===== src/rtl/fma_special_pkg.sv =====
package fma_special_pkg;
  parameter int EXP_W  = 11;
  parameter int FRAC_W = 52;
  localparam int WIDTH  = 1 + EXP_W + FRAC_W;
  localparam int QBIT   = FRAC_W - 1;
  localparam int NUM_OP = 3;

  typedef enum logic [2:0] {
    CL_ZERO, CL_DENORM, CL_NORMAL, CL_INF, CL_QNAN, CL_SNAN
  } fpClass_e;

  typedef enum logic [1:0] {SRC_Z = 2'd0, SRC_X = 2'd1, SRC_Y = 2'd2} opSel_e;

  typedef enum logic [2:0] {
    OUT_NAN_PASS, OUT_NAN_QUIET, OUT_DEFAULT, OUT_INF, OUT_ZERO, OUT_PASSZ, OUT_NONE
  } outKind_e;

  typedef struct packed {
    outKind_e kind;
    opSel_e   src;
    logic     sign;
    logic     invalid;
    logic     compute;
  } resolveStrobe_t;
endpackage


===== src/rtl/fma_operand_classify.sv =====
module fma_operand_classify
  import fma_special_pkg::*;
(
  input  logic [WIDTH-1:0] operand,
  output fpClass_e         opClass,
  output logic             opSign
);
  logic [EXP_W-1:0]  expField;
  logic [FRAC_W-1:0] fracField;

  assign expField  = operand[WIDTH-2:FRAC_W];
  assign fracField = operand[FRAC_W-1:0];
  assign opSign    = operand[WIDTH-1];

  always_comb begin
    if (&expField) begin
      if (fracField == '0)    opClass = CL_INF;
      else if (fracField[QBIT]) opClass = CL_QNAN;
      else                    opClass = CL_SNAN;
    end else if (expField == '0) begin
      opClass = (fracField == '0) ? CL_ZERO : CL_DENORM;
    end else begin
      opClass = CL_NORMAL;
    end
  end
endmodule


===== src/rtl/fma_special_ctrl.sv =====
module fma_special_ctrl
  import fma_special_pkg::*;
(
  input  fpClass_e       clsZ,
  input  fpClass_e       clsX,
  input  fpClass_e       clsY,
  input  logic           signZ,
  input  logic           signX,
  input  logic           signY,
  input  logic           negProd,
  input  logic [1:0]     rndMode,
  output resolveStrobe_t strobe
);
  logic effSign, prodInf, prodZero, infTimesZero, towardNegInf;

  assign effSign      = signX ^ signY ^ negProd;
  assign prodInf      = (clsX == CL_INF) || (clsY == CL_INF);
  assign prodZero     = (clsX == CL_ZERO) || (clsY == CL_ZERO);
  assign infTimesZero = prodInf && prodZero;
  assign towardNegInf = (rndMode == 2'b11);

  always_comb begin
    strobe = '{kind: OUT_NONE, src: SRC_Z, sign: 1'b0, invalid: 1'b0, compute: 1'b0};
    if (clsZ == CL_SNAN || clsX == CL_SNAN || clsY == CL_SNAN) begin
      strobe.kind    = OUT_NAN_QUIET;
      strobe.invalid = 1'b1;
      strobe.src     = (clsZ == CL_SNAN) ? SRC_Z : (clsX == CL_SNAN) ? SRC_X : SRC_Y;
    end else if (clsZ == CL_QNAN || clsX == CL_QNAN || clsY == CL_QNAN) begin
      strobe.kind = OUT_NAN_PASS;
      strobe.src  = (clsZ == CL_QNAN) ? SRC_Z : (clsX == CL_QNAN) ? SRC_X : SRC_Y;
    end else if (infTimesZero) begin
      strobe.kind    = OUT_DEFAULT;
      strobe.invalid = 1'b1;
    end else if (prodInf) begin
      if (clsZ == CL_INF && signZ != effSign) begin
        strobe.kind    = OUT_DEFAULT;
        strobe.invalid = 1'b1;
      end else begin
        strobe.kind = OUT_INF;
        strobe.sign = effSign;
      end
    end else if (clsZ == CL_INF) begin
      strobe.kind = OUT_INF;
      strobe.sign = signZ;
    end else if (prodZero) begin
      if (clsZ == CL_ZERO) begin
        strobe.kind = OUT_ZERO;
        strobe.sign = (signZ == effSign) ? signZ : towardNegInf;
      end else begin
        strobe.kind = OUT_PASSZ;
      end
    end else begin
      strobe.compute = 1'b1;
    end
  end
endmodule


===== src/rtl/fma_special_dp.sv =====
module fma_special_dp
  import fma_special_pkg::*;
(
  input  logic [WIDTH-1:0] opZ,
  input  logic [WIDTH-1:0] opX,
  input  logic [WIDTH-1:0] opY,
  input  resolveStrobe_t   strobe,
  output logic [WIDTH-1:0] result
);
  localparam logic [WIDTH-1:0] QUIET_MASK  = {{(WIDTH-FRAC_W){1'b0}}, 1'b1, {QBIT{1'b0}}};
  localparam logic [WIDTH-1:0] DEFAULT_NAN = {1'b0, {EXP_W{1'b1}}, 1'b1, {QBIT{1'b0}}};

  logic [WIDTH-1:0] picked;

  always_comb begin
    case (strobe.src)
      SRC_X:   picked = opX;
      SRC_Y:   picked = opY;
      default: picked = opZ;
    endcase
  end

  always_comb begin
    case (strobe.kind)
      OUT_NAN_PASS:  result = picked;
      OUT_NAN_QUIET: result = picked | QUIET_MASK;
      OUT_DEFAULT:   result = DEFAULT_NAN;
      OUT_INF:       result = {strobe.sign, {EXP_W{1'b1}}, {FRAC_W{1'b0}}};
      OUT_ZERO:      result = {strobe.sign, {(WIDTH-1){1'b0}}};
      OUT_PASSZ:     result = opZ;
      default:       result = '0;
    endcase
  end
endmodule


===== src/rtl/fma_special_resolver.sv =====
module fma_special_resolver
  import fma_special_pkg::*;
(
  input  logic [63:0] opZ,
  input  logic [63:0] opX,
  input  logic [63:0] opY,
  input  logic        negProd,
  input  logic [1:0]  rndMode,
  output logic [63:0] result,
  output logic        invalidOp,
  output logic        computeNeeded
);
  logic [WIDTH-1:0] opArr [NUM_OP];
  fpClass_e         clsArr [NUM_OP];
  logic             signArr [NUM_OP];
  resolveStrobe_t   strobe;

  assign opArr[0] = opZ;
  assign opArr[1] = opX;
  assign opArr[2] = opY;

  for (genvar gi = 0; gi < NUM_OP; gi++) begin : g_cls
    fma_operand_classify u_cls (
      .operand (opArr[gi]),
      .opClass (clsArr[gi]),
      .opSign  (signArr[gi])
    );
  end

  fma_special_ctrl u_ctrl (
    .clsZ    (clsArr[0]),
    .clsX    (clsArr[1]),
    .clsY    (clsArr[2]),
    .signZ   (signArr[0]),
    .signX   (signArr[1]),
    .signY   (signArr[2]),
    .negProd (negProd),
    .rndMode (rndMode),
    .strobe  (strobe)
  );

  fma_special_dp u_dp (
    .opZ    (opZ),
    .opX    (opX),
    .opY    (opY),
    .strobe (strobe),
    .result (result)
  );

  assign invalidOp     = strobe.invalid;
  assign computeNeeded = strobe.compute;
endmodule


===== config.mk =====
export PLATFORM = sky130hd
export DESIGN_NAME = fma_special_resolver
export DESIGN_NICKNAME = d
export VERILOG_FILES = /design/src/rtl/fma_special_pkg.sv /design/src/rtl/fma_operand_classify.sv /design/src/rtl/fma_special_ctrl.sv /design/src/rtl/fma_special_dp.sv /design/src/rtl/fma_special_resolver.sv
export SDC_FILE = /design/constraint.sdc
export NUM_CORES = 1
export LEC_CHECK = 0
export ABC_AREA = 1
export BUFFER_PORTS_ARGS = -buffer_cell sky130_fd_sc_hd__buf_2
export CAP_MARGIN = 20
export CORE_AREA = 2 2 101 103
export DETAILED_ROUTE_END_ITERATION = 10
export DIE_AREA = 0 0 103 105
export PLACE_DENSITY_LB_ADDON = 0.12
export SLEW_MARGIN = 20
export SYNTH_ARGS = -nofsm -noshare
export SYNTH_HDL_FRONTEND = slang
export SYNTH_HIERARCHICAL = 1
export SYNTH_SLANG_ARGS = --single-unit

===== constraint.sdc =====
create_clock -name vclk -period 9.3
set_input_delay 2.79 -clock vclk [all_inputs]
set_output_delay 2.79 -clock vclk [all_outputs]
set_load 0.05 [all_outputs]

# After elaboration in Yosys (flattened, before gate mapping)
# Index checks and enable logic that the tools add are counted.
[op_classes]
n_eq_ne = 19
mux = 48
n_bitwise = 2
n_reduce_logical = 21
[ops]
columns = ["operator", "count"]
rows = [
  ["64-bit case mux with 6 select lines", 1],
  ["52-bit zero test", 3],
  ["64-bit case mux with 2 select lines", 1],
  ["3-bit 2-to-1 mux", 14],
  ["11-bit zero test", 3],
  ["11-bit AND reduction", 3],
  ["1-bit 2-to-1 mux", 25],
  ["3-bit == test, second input constant", 8],
  ["3-bit by 2-bit == test with 1-bit output, second input constant", 5],
  ["3-bit zero test", 4],
  ["2-bit 2-to-1 mux", 6],
  ["1-bit logical OR", 6],
  ["5-bit 2-to-1 mux", 1],
  ["2-bit == test, second input constant", 2],
  ["3-bit by 1-bit == test with 1-bit output, second input constant", 1],
  ["2-bit by 1-bit == test with 1-bit output, second input constant", 1],
  ["1-bit logical AND", 2],
  ["1-bit bitwise XOR", 2],
  ["1-bit == test", 1],
  ["1-bit inequality test", 1],
]
[totals]
ff_bits = 0
in_bits = 195
output_inout_bits = 66
word_cells = 90

# Longest topological paths before layout
# Gate-level depths: netlist (run 1).
[logic_depth]
word_depth = 15
depth_mapped = 22
mapped_depth_nobuf = 21

# Modules after synthesis
# The synthesis (run 1) kept the hierarchy.
[by_module_without_submodules]
columns = ["module", "n_inst", "cells_each", "area_each_um2", "seq_area_each_um2"]
rows = [
  ["fma_special_dp", 1, 572, 2352.3, 0.0],
  ["fma_operand_classify", 3, 77, 339.1, 0.0],
  ["fma_special_ctrl", 1, 71, 336.6, 0.0],
]

# Worst setup path before layout (run 1)
# OpenSTA, ideal clock, no wires.
[synth_timing]
kind = "input-to-output"
startpoint = "in opX[47]"
endpoint = "out result[0]"
t_arrival_ps = 5141
required_time_ps = 6510
slack_ps = 1369
stages = 19
cell_sequence = "nor2_1 -> nand2_1 -> nor2_2 -> nand2_2 -> nor2_4 -> nand3_1 -> nand2_1 -> inv_1 -> nand3_1 -> o211ai_1 -> o22ai_1 -> inv_1 -> ha_1 -> inv_2 -> clkbuf_1 -> nor2_1 -> nor2_1 -> nand2_1 -> nand2_1"
[synth_lines]
columns = ["item", "line", "rtl"]
rows = [
  ["start: declaration", "fma_special_resolver.sv:5", "input logic [63:0] opX,"],
  ["end: declaration", "fma_special_resolver.sv:9", "output logic [63:0] result,"],
]

==> out/results.md, run 1 <==
| Result | Value | Unit |
|:---|:---|:---|
| Result of the run | finished clean | - |
| Largest area contributor in the netlist | nand2_1 | - |
| Net count of the mapped netlist | 1071 | - |
| Tightest slew margin relative to the limit | 69.1 | % |
| Sequential area share after synthesis | 0 | % |
| Cell types occupying the most area after synthesis | nand2_1, nor2_1, nand3_1 | - |
| Worst Max-Slew Pin Slew | 464 | ps |
| Startpoint of the lowest-slack hold path | opZ[29] | - |
| Largest fanout on the critical path | 42 | - |
| Die Span Y | 105 | µm |
| WHS Endpoint | result[29] | - |
| Upper clock frequency limit | 0.116 | GHz |
| Post-synth design cell area | 3710 | µm² |
| Cells after Synth | 874 | - |
| Gate power share | 100.0 | % |
| Maximum capacitance violations | 0 | - |
| Boundary pin count | 261 | - |
| Max-slew violation total from the final report | 0 | - |
| Layout Cells excl Fill | 1234 | - |
| Number of antenna violations at the first check in global routing | 0 | - |
| Storage element area | 0 | µm² |
| Placed Cells incl. Taps | 1234 | - |
| Worst path required time | 6510 | ps |
| Clock share of power | 0 | % |
| Drt total wl | 16.3 | mm |
| Period utilization | 92.7 | % |
| Stages on the worst setup path | 20 | - |
| Crit-path cells | buf_2 > nor2_1 > nand2_1 > nor2_1 > nand2_1 > nor2_4 > nand3_1 > nand2_1 > inv_1 > nand3_1 > o211ai_1 > o22ai_1 > inv_1 > ha_2 > clkinv_2 > buf_4 > nand3_1 > nand2_1 > nand3_1 > buf_2 | - |
| Sum of net half-perimeters after detailed placement | 13.3 | mm |
| Count of synthesis-stage warnings from yosys | 6 | - |
| Core occupancy in the finished layout | 52.4 | % |
| Number of detailed-routing iterations run before antenna repair | 8 | - |
| Vias | 5977 | - |
| Highest-delay cell along the critical path | buf_4 | - |
| Global route total overflow | 0 | - |
| Minimum clock period after layout | 8620 | ps |
| Tot GR Track Use | 28.4 | % |
| First-pass GRT wire length | 25.1 | mm |
| Routability Congestion | 0.947 | - |
| Crit-path leading delay family | simple AND/OR/NAND/NOR gates | - |
| Number of fill cells in the layout | 1201 | - |
| Quantity of hold-fixing buffers added after cts | 0 | - |
| Mean post-synth cell area | 4.24 | µm² |
| Combined area of the multi-input logic cells | 3300 | µm² |
| Switching fraction of total power | 53.8 | % |
| DRT iter0 DRCs | 337 | - |
| Number of routed nets with antenna violations | 0 | - |
| Final non-filler cell area | 5050 | µm² |
| Worst stage delay on the critical path | 380 | ps |
| Overall power of the completed layout | 0.0896 | mW |
| Worst supply voltage drop on vdd | 0.0162 | mV |
| Startpoint of the worst setup timing path | opX[33] | - |
| Fin. Hold Viols | 0 | - |
| Placeable core region | 9640 | µm² |
| Yosys cell types | 31 | - |
| P_sw | 0.0482 | mW |
| Internal power component | 0.0414 | mW |
| Via count of the first global-routing pass | 5165 | - |
| Cell Pwr Density | 17.8 | nW/µm² |
| CP endpoint kind | output pin | - |
| Buf/Inv on CP | 6 | - |
| CP Data Arrival Time | 5830 | ps |
| DP Worst Slack | 757 | ps |
| Final antenna diode count | 0 | - |
| DIE WIDTH | 103 | µm |
| Crit path kind | in2out | - |
| PortBufs | 261 | - |
| Post-synth top area share | 40.2 | % |
| Cell row count | 36 | - |
| Number of cells traversed by the worst hold path | 4 | - |
| Sequential share of power | 0 | % |
| CTS-repair resized insts | 0 | - |
| Synthesis-to-finish area growth | 36.2 | % |
| Count of sequential standard cells | 0 | - |
| Total Neg Setup Slack | 0 | ps |
| Classification of the worst-slack hold path | in2out | - |
| Category of the worst setup path launch point | primary input | - |
| Initial core utilization | 38.4 | % |
| Total die area | 10800 | µm² |
| Clock tree buffer count of the final layout | 0 | - |
| DRC | 0 | - |
| Setup repair after global routing missed its margin | no | - |
| Worst-case hold slack | 5990 | ps |
| WL per Instance | 13.2 | µm |
| Placement Cell Area | 5050 | µm² |
| Post-layout worst setup margin | 679 | ps |
| Total Nets Final | 1300 | - |
| Leakage power figure | 2.61 | nW |
| Share of final-layout standard cells stronger than drive strength 1 | 28.2 | % |
| Largest net degree at the start of global routing | 86 | - |
| Setup violations, final | 0 | - |
| Total setup buffers inserted after CTS | 0 | - |
| Routed vias/inst | 4.84 | - |
worst max-delay path by stage:
stage	slack (ps)	endpoint
after floorplan	1370	result[0]
after global placement	770	result[62]
after detailed placement	760	result[55]
after CTS	750	result[55]
after global routing	390	result[60]
final	680	result[54]
power groups by stage:
stage | Sequential [mW] | Combinational (mW) | Clock, mW
3_5_place_dp | 0 | 0.0885 | 0
4_1_cts | 0 | 0.0889 | 0
6_report | 0 | 0.0896 | 0
3_3_place_gp | 0 | 0.0881 | 0
5_1_grt | 0 | 0.100 | 0
2_1_floorplan | 0 | 0.0258 | 0
cell usage in the layout (no fill, tap or decap), types with 5 or more instances in the layout:
| cell | netlist | layout |
|---|---|---|
| a21oi_1 | 6 | 6 |
| buf_2 | 20 | 261 |
| buf_4 | 8 | 7 |
| inv_1 | 29 | 29 |
| inv_2 | 10 | 9 |
| nand2_1 | 397 | 397 |
| nand2_2 | 5 | 5 |
| nand3_1 | 98 | 98 |
| nor2_1 | 230 | 230 |
| nor2_2 | 6 | 6 |
| nor2_4 | 8 | 8 |
| nor3_1 | 14 | 14 |
logic make-up (layout without fill, tap and decap cells):
kind of cell / after synthesis / in the layout / share of synthesized area, %
AND/OR/NAND/NOR: 770 / 770 / 85.1
buffers and inverters: 86 / 313 / 11.1
adder cells (fa/ha/maj): 2 / 2 / 0.675
AO/OA/AOI/OAI: 16 / 16 / 3.14
synth_stat cells (all sizes together):
cell,n
o31ai,1
or2,4
clkinv,2
o211ai,2
clkbuf,11
a21oi,6
inv,40
nand3,98
nor3,15
ha,2
nand3b,1
nand4,3
a21boi,3
buf,33
nor2,244
o21ai,3
and2,3
nand2,402
o22ai,1
layout make-up:
cell class	count	share of cell area, %
Tap cell	133	3.30
Multi-Input combinational cell	788	65.4
Timing Repair Buffer	271	28.1
Inverter	42	3.22
worst min-delay path: stages:
cell and delay (ps):
buf_2 110, nand2_1 60, nand2_1 40, buf_2 200
per-layer routing:
| metal | global-route usage, % | routed length [µm] |
|---|---|---|
| met5 | 0 | 0 |
| met4 | 5.73 | 358 |
| met3 | 3.88 | 1370 |
| met2 | 47.0 | 7450 |
| met1 | 39.1 | 7120 |
Note: power is estimated with default switching activity, not from simulation.
==> inputs of run 2 (changes only) <==
--- a/config.mk
+++ b/config.mk
@@ -11,7 +11,7 @@
 export CORE_AREA = 2 2 101 103
 export DETAILED_ROUTE_END_ITERATION = 10
 export DIE_AREA = 0 0 103 105
-export PLACE_DENSITY_LB_ADDON = 0.12
+export PLACE_DENSITY_LB_ADDON = 0.25
 export SLEW_MARGIN = 20
 export SYNTH_ARGS = -nofsm -noshare
 export SYNTH_HDL_FRONTEND = slang
==> constraint.sdc (replaced) <==
create_clock -name vclk -period 8.64
set_input_delay 2.592 -clock vclk [all_inputs]
set_output_delay 2.592 -clock vclk [all_outputs]
set_load 0.05 [all_outputs]
==> out/results.md, run 2 (synthesis gave the netlist of run 1 again) <==
| Result | Value | Unit | Delta |
|:---|:---|:---|:---|
| Result of the run | finished clean | - |  |
| Total setup buffers inserted after CTS | 0 | - | unchanged |
| Crit path kind | in2out | - |  |
| PortBufs | 261 | - | unchanged |
| Number of detailed-routing iterations run before antenna repair | 5 | - | -3 |
| DRC | 0 | - | unchanged |
| Classification of the worst-slack hold path | in2out | - |  |
| Worst supply voltage drop on vdd | 0.0158 | mV | -2.1% |
| Setup repair after global routing missed its margin | no | - |  |
| Placement Cell Area | 5060 | µm² | +0.30% |
| Final non-filler cell area | 5060 | µm² | +0.35% |
| Fin. Hold Viols | 0 | - | unchanged |
| Global route total overflow | 0 | - | unchanged |
| Boundary pin count | 261 | - | unchanged |
| Cell row count | 36 | - | unchanged |
| First-pass GRT wire length | 24.8 | mm | -1.0% |
| Maximum capacitance violations | 0 | - | unchanged |
| Total Nets Final | 1302 | - | +0.15% |
| Startpoint of the lowest-slack hold path | opZ[37] | - |  |
| Initial core utilization | 38.4 | % | unchanged |
| Tot GR Track Use | 27.9 | % | -0.55 points |
| Worst-case hold slack | 5590 | ps | -399 ps |
| Number of antenna violations at the first check in global routing | 1 | - | +1 |
| Startpoint of the worst setup timing path | opY[37] | - |  |
| Storage element area | 0 | µm² | unchanged |
| Worst stage delay on the critical path | 370 | ps | about the same |
| Tightest slew margin relative to the limit | 68.4 | % | -0.67 points |
| Leakage power figure | 2.62 | nW | +0.42% |
| Quantity of hold-fixing buffers added after cts | 0 | - | unchanged |
| Clock tree buffer count of the final layout | 0 | - | unchanged |
| DIE WIDTH | 103 | µm | unchanged |
| Crit-path cells | buf_2 > nor2_1 > nand2_1 > nor2_1 > nand2_1 > nor2_4 > nand2_1 > nand2_1 > nand2_1 > clkinv_1 > nand2_2 > o21ai_2 > inv_2 > or2_0 > a21oi_1 > nand2_1 > nand2_1 > nand2_1 > nor2_4 > buf_4 > nand2_1 > nand3_1 > buf_2 | - |  |
| Sum of net half-perimeters after detailed placement | 13.2 | mm | -0.64% |
| Synthesis-to-finish area growth | 36.7 | % |  |
| DRT iter0 DRCs | 381 | - | +13% |
| CTS-repair resized insts | 0 | - | unchanged |
| Highest-delay cell along the critical path | buf_4 | - |  |
| Buf/Inv on CP | 5 | - | -1 |
| Cell Pwr Density | 19.0 | nW/µm² | +7.2% |
| Placeable core region | 9640 | µm² | unchanged |
| Number of fill cells in the layout | 1181 | - | -1.7% |
| Total die area | 10800 | µm² | unchanged |
| Drt total wl | 16.0 | mm | -1.7% |
| Share of final-layout standard cells stronger than drive strength 1 | 28.3 | % | +0.13 points |
| CP endpoint kind | output pin | - |  |
| Most used cells in the layout excluding fill and tap cells | nand2_1, buf_2, nor2_1 | - |  |
| Routability Congestion | 0.964 | - | +1.8% |
| Crit-path leading delay family | simple AND/OR/NAND/NOR gates | - |  |
| Max-slew violation total from the final report | 0 | - | unchanged |
| Upper clock frequency limit | 0.123 | GHz |  |
| Setup violations, final | 0 | - | unchanged |
| Cell mode on critical path | nand2_1 | - |  |
| Largest net degree at the start of global routing | 55 | - | -36% |
| Worst path required time | 6050 | ps | -460 ps |
| Routed vias/inst | 4.86 | - | +0.24% |
| Die Span Y | 105 | µm | unchanged |
| Most common library cell in the layout ignoring fill and taps | nand2_1 | - |  |
| Vias | 6006 | - | +0.49% |
| Largest fanout on the critical path | 38 | - | -9.5% |
| WL per Instance | 13.0 | µm | -1.9% |
| Overall power of the completed layout | 0.0964 | mW | +7.5% |
| Category of the worst setup path launch point | primary input | - |  |
| Minimum clock period after layout | 8110 | ps |  |
| Via count of the first global-routing pass | 5235 | - | +1.4% |
| CP Data Arrival Time | 5520 | ps | -310 ps |
| Count of sequential standard cells | 0 | - | unchanged |
| Period utilization | 93.8 | % |  |
| Number of routed nets with antenna violations | 0 | - | unchanged |
| Total Neg Setup Slack | 0 | ps | unchanged |
| Worst Max-Slew Pin Slew | 474 | ps | +10.1 ps |
run 2: cell count changes in the layout (fill, tap and decap cells not counted), sizes merged:
cell	delta
diode	+1
buf	+2
run 2: worst min-delay path, delay by kind of cell:
family                 cells  cell delay (ps)
buffers and inverters      2              310
and+or+nand+nor            2              100
run 2: path summary, 6_finish.rpt:
path,end,slack [ps],cells past startpoint
max,result[57],530,23
min,result[37],5590,4
run 2: metal layers:
layer | track usage, % | share of wire, % | up-vias
met5 | 0 | 0 | -
met3 | 2.27 | 8.0 | 30
met1 | 39.5 | 44 | 2574
li1 | - | - | 3145
met2 | 45.5 | 46 | 257
met4 | 6.11 | 2.3 | 0
run 2: area by class of cell:
type | count | area, µm² | share of cell area (%)
Multi-Input combinational cell | 788 | 3300 | 65.1
Tap cell | 133 | 166 | 3.29
Antenna cell | 1 | 2.50 | 0.0494
Inverter | 42 | 163 | 3.21
Timing Repair Buffer | 273 | 1430 | 28.3
run 2: stage by stage:
stage,util (%),setup WS [ps],std cells
after detailed placement,52.5,546,1236
after CTS,52.5,523,1236
after floorplan,-,1110,874
final,52.5,533,1237
after global placement,52.5,592,1236
after global routing,52.5,148,1237
run 2: power by group:
part / internal [mW] / leakage [nW] / switching, mW / total, mW
registers: 0 / 0 / 0 / 0
logic: 0.0446 / 2.62 / 0.0518 / 0.0964
clock network: 0.0000000155 / 0.00000634 / 0 / 0.0000000155
total: 0.0446 / 2.62 / 0.0518 / 0.0964
